### src/rtl/cs_decode_pkg.sv
package cs_decode_pkg;

    typedef enum logic [1:0] {
        CS_OFF   = 2'b00,
        CS_SRAM  = 2'b01,
        CS_LPC   = 2'b10,
        CS_SDRAM = 2'b11
    } cs_mode_e;

    typedef struct packed {
        logic match;
        logic err;
    } win_res_t;

endpackage

### src/rtl/cs_window.sv
module cs_window
    import cs_decode_pkg::*;
#(
    parameter int BASE_W   = 15,
    parameter int SIZE_W   = 4,
    parameter bit SDRAM_OK = 1'b0
) (
    input  cs_mode_e            mode,
    input  logic [SIZE_W-1:0]   size,
    input  logic [BASE_W-1:0]   base,
    input  logic [BASE_W-1:0]   addr_hi,
    output win_res_t            res
);

    logic [BASE_W-1:0] keep;
    logic              enabled;
    logic              misalign;
    logic              bad_type;

    always_comb begin
        for (int k = 0; k < BASE_W; k++) begin
            keep[k] = (k >= int'(size));
        end
    end

    assign enabled  = (mode != CS_OFF);
    assign misalign = |(base & ~keep);
    assign bad_type = (mode == CS_SDRAM) && !SDRAM_OK;

    always_comb begin
        res.err   = enabled && (misalign || bad_type);
        res.match = enabled && !res.err && (((addr_hi ^ base) & keep) == '0);
    end

    // an off select neither matches nor flags
    always_comb begin
        if (mode == CS_OFF) begin
            a_r2_off_silent: assert (!res.match && !res.err);
        end
    end

endmodule

### src/rtl/cs_priority.sv
module cs_priority #(
    parameter int N = 4
) (
    input  logic [N-1:0] req,
    output logic [N-1:0] grant
);

    always_comb begin
        logic found;
        found = 1'b0;
        grant = '0;
        for (int i = 0; i < N; i++) begin
            if (req[i] && !found) begin
                grant[i] = 1'b1;
                found    = 1'b1;
            end
        end
    end

    // at most one grant and only to a requester
    always_comb begin
        a_r8_grant_onehot: assert ($onehot0(grant));
        a_r8_grant_subset: assert ((grant & ~req) == '0);
    end

endmodule

### src/rtl/cs_window_decoder.sv
module cs_window_decoder
    import cs_decode_pkg::*;
#(
    parameter int NUM_CS    = 4,
    parameter int ADDR_W    = 24,
    parameter int MIN_SHIFT = 9,
    parameter int SIZE_W    = 4
) (
    input  logic                        clk,
    input  logic                        rst,
    input  logic                        req_i,
    input  logic [ADDR_W-1:0]           addr_i,
    input  logic [2*NUM_CS-1:0]         mode_i,
    input  logic [SIZE_W*NUM_CS-1:0]    size_i,
    input  logic [(ADDR_W-MIN_SHIFT)*NUM_CS-1:0] base_i,
    output logic [NUM_CS-1:0]           cs_o,
    output logic                        hit_o,
    output logic [1:0]                  mtype_o,
    output logic [NUM_CS-1:0]           cfg_err_o
);

    localparam int BASE_W = ADDR_W - MIN_SHIFT;

    logic [BASE_W-1:0] addr_hi;
    win_res_t          res   [NUM_CS];
    cs_mode_e          modes [NUM_CS];
    logic [NUM_CS-1:0] match_v;
    logic [NUM_CS-1:0] err_v;
    logic [NUM_CS-1:0] grant;
    cs_mode_e          win_mode;

    assign addr_hi = addr_i[ADDR_W-1:MIN_SHIFT];

    for (genvar g = 0; g < NUM_CS; g++) begin : g_win
        assign modes[g] = cs_mode_e'(mode_i[2*g +: 2]);

        cs_window #(
            .BASE_W   (BASE_W),
            .SIZE_W   (SIZE_W),
            .SDRAM_OK (g == NUM_CS-1)
        ) i_win (
            .mode    (modes[g]),
            .size    (size_i[SIZE_W*g +: SIZE_W]),
            .base    (base_i[BASE_W*g +: BASE_W]),
            .addr_hi (addr_hi),
            .res     (res[g])
        );

        assign match_v[g] = res[g].match && req_i;
        assign err_v[g]   = res[g].err;
    end

    cs_priority #(.N(NUM_CS)) i_prio (
        .req   (match_v),
        .grant (grant)
    );

    always_comb begin
        win_mode = CS_OFF;
        for (int i = 0; i < NUM_CS; i++) begin
            if (grant[i]) win_mode = modes[i];
        end
    end

    always_ff @(posedge clk) begin
        if (rst) begin
            cs_o      <= '0;
            hit_o     <= 1'b0;
            mtype_o   <= 2'b00;
            cfg_err_o <= '0;
        end else begin
            cs_o      <= grant;
            hit_o     <= |grant;
            mtype_o   <= win_mode;
            cfg_err_o <= err_v;
        end
    end

    // registered selects stay one-hot or zero
    a_r8_cs_onehot: assert property (@(posedge clk) disable iff (rst)
        $onehot0(cs_o));

    // no request, no select next cycle
    a_r10_idle: assert property (@(posedge clk) disable iff (rst)
        !req_i |=> (cs_o == '0));

    // an asserted select always reports a type and a hit
    a_r9_type_hit: assert property (@(posedge clk) disable iff (rst)
        (cs_o != '0) |-> (hit_o && mtype_o != 2'b00));

    // an SDRAM type only ever comes out of the last select
    a_r7_sdram_last: assert property (@(posedge clk) disable iff (rst)
        (mtype_o == 2'b11) |-> cs_o[NUM_CS-1]);

    for (genvar g = 0; g < NUM_CS; g++) begin : g_chk
        // a flagged select never asserts
        a_r5_err_blocks: assert property (@(posedge clk) disable iff (rst)
            cfg_err_o[g] |-> !cs_o[g]);
    end

endmodule

### config.mk
export PLATFORM = sky130hd
export DESIGN_NAME = cs_window_decoder
export DESIGN_NICKNAME = d
export VERILOG_FILES = /design/src/rtl/cs_decode_pkg.sv /design/src/rtl/cs_window.sv /design/src/rtl/cs_priority.sv /design/src/rtl/cs_window_decoder.sv
export SDC_FILE = /design/constraint.sdc
export NUM_CORES = 1
export LEC_CHECK = 0
export BUFFER_PORTS_ARGS = -buffer_cell sky130_fd_sc_hd__buf_4
export CAP_MARGIN = 15
export CORE_MARGIN = 2
export CORE_UTILIZATION = 47
export CTS_BUF_LIST = sky130_fd_sc_hd__clkbuf_8 sky130_fd_sc_hd__clkbuf_16
export CTS_CLUSTER_SIZE = 24
export DETAILED_ROUTE_END_ITERATION = 16
export PLACE_DENSITY_LB_ADDON = 0.15
export SLEW_MARGIN = 10
export SYNTH_ARGS = -nofsm -noshare
export SYNTH_HDL_FRONTEND = slang
export SYNTH_HIERARCHICAL = 1
export SYNTH_SLANG_ARGS = --single-unit
### constraint.sdc
create_clock -name clk -period 2.5 [get_ports clk]
set_input_delay 0 -clock clk [delete_from_list [all_inputs] [get_ports clk]]
set_output_delay 0 -clock clk [all_outputs]
set_load 0.02 [all_outputs]
### Yosys cells after proc, flatten, opt, wreduce, memory -nomap -nowiden

Cells that the tools add are included.

| cells by class | value |
|---|---|
| reductions and logical operators | 42 |
| eq/ne operators | 3 |
| bitwise operators | 16 |
| mux-type cells | 10 |
| order comparisons | 60 |

Operators by type and width:

| kind | count |
|---|---|
| $and A15 B15 Y15 | 8 |
| $ge A4 B4 Y1 const A | 28 |
| $ge A3 B4 Y1 const A | 16 |
| $logic_not A15 Y1 | 4 |
| $not A15 Y15 | 4 |
| $reduce_or A15 Y1 | 4 |
| $xor A15 B15 Y15 | 4 |
| $ge A1 B4 Y1 const A | 8 |
| $ge A2 B4 Y1 const A | 8 |
| $logic_and A1 B1 Y1 | 19 |
| $mux W2 | 4 |
| $reduce_bool A2 Y1 | 4 |
| $logic_not A1 Y1 | 7 |
| $eq A2 B2 Y1 const B | 3 |
| $mux W1 | 6 |
| $reduce_or A4 Y1 | 1 |
| $logic_or A1 B1 Y1 | 3 |

| storage, ports and cells | value |
|---|---|
| input bits | 111 |
| flip-flop bits (word level) | 11 |
| output and inout bits | 11 |

### Logic depth before layout (Yosys ltp)

| depth | value |
|---|---|
| depth after elaboration | 21 |
| gate-level depth with buffers | 12 |
| depth with buffers taken out | 11 |

### Cells and area by module

Netlist, hierarchy kept.

Modules (own cells, without submodules):

| module | area each (um^2) | cells each | seq. area each (um^2) | instances |
|---|---|---|---|---|
| cs_window at g_win[0].i_win ... | 469.2 | 70 | 0.0 | 3 |
| cs_window at g_win[3].i_win | 503.0 | 73 | 0.0 | 1 |
| cs_window_decoder | 375.4 | 38 | 220.2 | 1 |
| cs_priority | 36.3 | 4 | 0.0 | 1 |

### Worst setup path after synthesis

Ideal clock, no wire load.

| timing path | value |
|---|---|
| kind | input to register |
| from | in size_i[5] |
| to | reg mtype_o[0] |
| path slack | 0.437 ns |
| path buffers | 0 |
| cell stages on the path | 10 |
| arrival time | 1.932 ns |
| library setup time | 0.131 ns |
| cell sequence | or2_4 -> a311o_1 -> a21oi_1 -> nand4_1 -> nor4_1 -> and2_1 -> nor2b_1 -> nor2b_1 -> a221oi_1 -> o22ai_1 |

RTL lines:

| element | line | text |
|---|---|---|
| from (decl) | cs_window_decoder.sv:14 | `input logic [SIZE_W*NUM_CS-1:0] size_i,` |
| to (signal assigned) | cs_window_decoder.sv:74 | `mtype_o <= win_mode;` |
| to (decl) | cs_window_decoder.sv:18 | `output logic [1:0] mtype_o,` |

==> results.json <==
{
  "areaGrowthSynthToFinish_pct": 42.0,
  "netlist.top_cell.by_area": "xnor2_1",
  "critPathLaunch": "size_i[5]",
  "critPathMostFrequentCell": "nor2b_1",
  "synthTopCellsByArea": "xnor2_1 17%, dfxtp_1 9.5%, a21oi_1 5.4%",
  "period_minus_slack_ps": 2290,
  "crit_arrival_ps": 2400,
  "portBuffers": 112,
  "root_buffer": "clkbuf_8",
  "cap_violations": 0,
  "syn_nets": 436,
  "ys_ff_latch": 11,
  "totalNegativeSetupSlack_ps": 0,
  "std_cell_rows": 25,
  "syn_inst": 325,
  "yosysWarnings": 6,
  "fmax_ghz": 0.436,
  "power_density_mw_per_mm2": 276,
  "drt_first_pass_iters": 6,
  "finalCritPeriodShare_pct": 91.7,
  "synthTopCellsByCount": "46 x xnor2_1, 28 x nand2_1, 25 x a21oi_1",
  "track_usage_pct": 29.1,
  "synth_cell_types": 47,
  "drt.antenna.violating_nets": 0,
  "drive_gt1_share_pct": 31.9,
  "drcViolationCount": 0,
  "cts_buffer_depth": 2,
  "grt_pass1_wl_um": 12600,
  "status": "complete, no violations",
  "end_kind": "register",
  "grt_pass1_vias": 2709,
  "io_pins": 122,
  "min_path_type": "in -> reg",
  "clock-sinks": 11,
  "grt_antenna_before_repair": 0,
  "grt_max_degree": 17,
  "pre_cts_ws_ps": 8.25,
  "diodes": 0,
  "crit_path_max_incr_delay_ps": 370,
  "finalMaxSlewViolations": 0,
  "synth.yosys.seq_area_share_pct": 9.48,
  "via_count": 2995,
  "nets": 548,
  "finalHoldViolCount": 0,
  "gp_congestion": 0.975,
  "synth_area_mm2": 0.00232,
  "place_inst": 499,
  "fp.dieW_um": 74.3,
  "relSlewSlack_pct": 68.5,
  "dieArea_mm2": 0.00552,
  "fin_cells": 503,
  "required_ps": 2610,
  "synth_ff_type": "dfxtp_1",
  "grt_setup_unrepaired": "no",
  "worst_slew_pin_slew_ps": 460,
  "synth_edf_count": 0,
  "cts_tree": "done",
  "clk_pin_slew_worst_paths_ps": 50,
  "core_mm2": 0.00475,
  "syn_area_per_cell_um2": 7.15,
  "overflow": 0,
  "numCtsBuffers": 3,
  "p_leak_nw": 1.34,
  "ir_drop_v": 0.000184,
  "hold_start": "rst",
  "yosysTopAreaCellShare_pct": 17.3,
  "hpwl_um": 6550,
  "start_util_pct": 48.8,
  "routed_wl_um": 8220,
  "synth-async-reset-ratio_pct": 0,
  "path_max_fanout": 7,
  "critical-path-slowest-cell": "nor4_1",
  "wl_per_cell_um": 16.3,
  "viasPerCell": 5.95,
  "yosysMostFrequentCell": "xnor2_1",
  "hold_path_depth": 2,
  "drt_iter0_markers": 236,
  "critical_path.cell_chain": "buf_4 > or2_4 > a311o_1 > a21oi_1 > nand4_1 > nor4_1 > and2_1 > nor2b_1 > nor2b_1 > a221oi_1 > o22ai_1",
  "fp.dieH_um": 74.3,
  "worstSetupPathType": "in -> reg",
  "h-tree-depth": 1,
  "setup_violations": 0,
  "setup_ws_ps": 208,
  "start_kind": "primary input"
}
cells by family (layout without fill, tap and decap cells):
group / after synthesis / after routing / synth area share [%]
AOI/OAI and AO/OA: 132 / 132 / 39.8
xor gates and xnor gates: 60 / 60 / 22.6
adders and majority gates: 3 / 3 / 1.29
buffers and inverters: 19 / 130 / 4.31
DFF: 11 / 11 / 9.48
and+or+nand+nor: 100 / 100 / 22.5
sequential cells by signal, indices dropped and copies added, names as in the netlist:
name,count
cfg_err_o,4
cs_o,4
mtype_o,2
hit_o,1
worst paths after layout:
path	end	slack, ps
setup / recovery	mtype_o[1]	210
hold / removal	cs_o[2]	20
per-stage QoR:
| step | hold WS (ps) | power (W) | area (um2) | utilization, % |
|---|---|---|---|---|
| final | 15.2 | 0.000912 | 3300 | 69.4 |
| after global placement | 257 | 0.000726 | 3250 | 68.3 |
| after global routing | 19.9 | 0.000969 | 3300 | 69.4 |
| after floorplan | 71.6 | 0.000476 | 2320 | - |
| after detailed placement | 263 | 0.000733 | 3250 | 68.3 |
| after CTS | 12.6 | 0.000906 | 3290 | 69.3 |
cells in the final DEF (no fill, tap or decap), types with 2 or more instances in the layout:
cell type / n
buf_4: 125
xnor2_1: 46
nand2_1: 28
a21oi_1: 25
nor2_1: 24
o21ai_0: 17
nor2b_1: 14
o21a_1: 14
xor2_1: 14
a211oi_1: 13
o22ai_1: 12
dfxtp_1: 11
o221ai_1: 9
a21o_1: 8
and2_1: 7
a31oi_1: 7
nor3_1: 7
nor4_1: 5
nand4_1: 4
clkbuf_8: 3
or2_4: 3
a311o_1: 3
o41ai_1: 3
a222oi_1: 3
maj3_1: 3
o31a_1: 3
o22a_1: 3
a221oi_1: 2
inv_1: 2
nand3_1: 2
nor4b_2: 2
critical path: cells and delay by family:
kind	cells	cell delay [ps]
buffers and inverters	1	140
AND/OR/NAND/NOR	6	1370
AO/OA/AOI/OAI	4	890
final cells by class:
type                       instances  area, um2
clock buffer                       3       41.3
timing repair buffer             125        938
multi-input combinational        295       2010
fill                             432       1460
clock inverter                     1       3.75
tap                               67       83.8
sequential                        11        220
inverter                           1       3.75
repair_timing:
item                                    in CTS  in global routing
hold buffers                                 0                  0
setup buffers                                0                  0
resized for setup                            0                  1
endpoints found under the hold margin        0                  0
endpoints found under the setup margin       0                  1
power by group:
group / internal [W] / total, W / switching [W]
Clock: 0.000108 / 0.000172 / 0.0000643
Sequential: 0.000180 / 0.000182 / 0.00000104
Combinational: 0.000280 / 0.000558 / 0.000278
layer usage:
| metal | part of all wire [%] | vias up | GRT usage, % |
|---|---|---|---|
| li1 | - | 1450 | - |
| met1 | 42 | 1382 | 38.3 |
| met2 | 48 | 145 | 50.2 |
| met3 | 7.4 | 18 | 2.03 |
| met4 | 2.2 | 0 | 10.5 |
| met5 | 0 | - | 0 |
(Power assumes the default switching activity.)
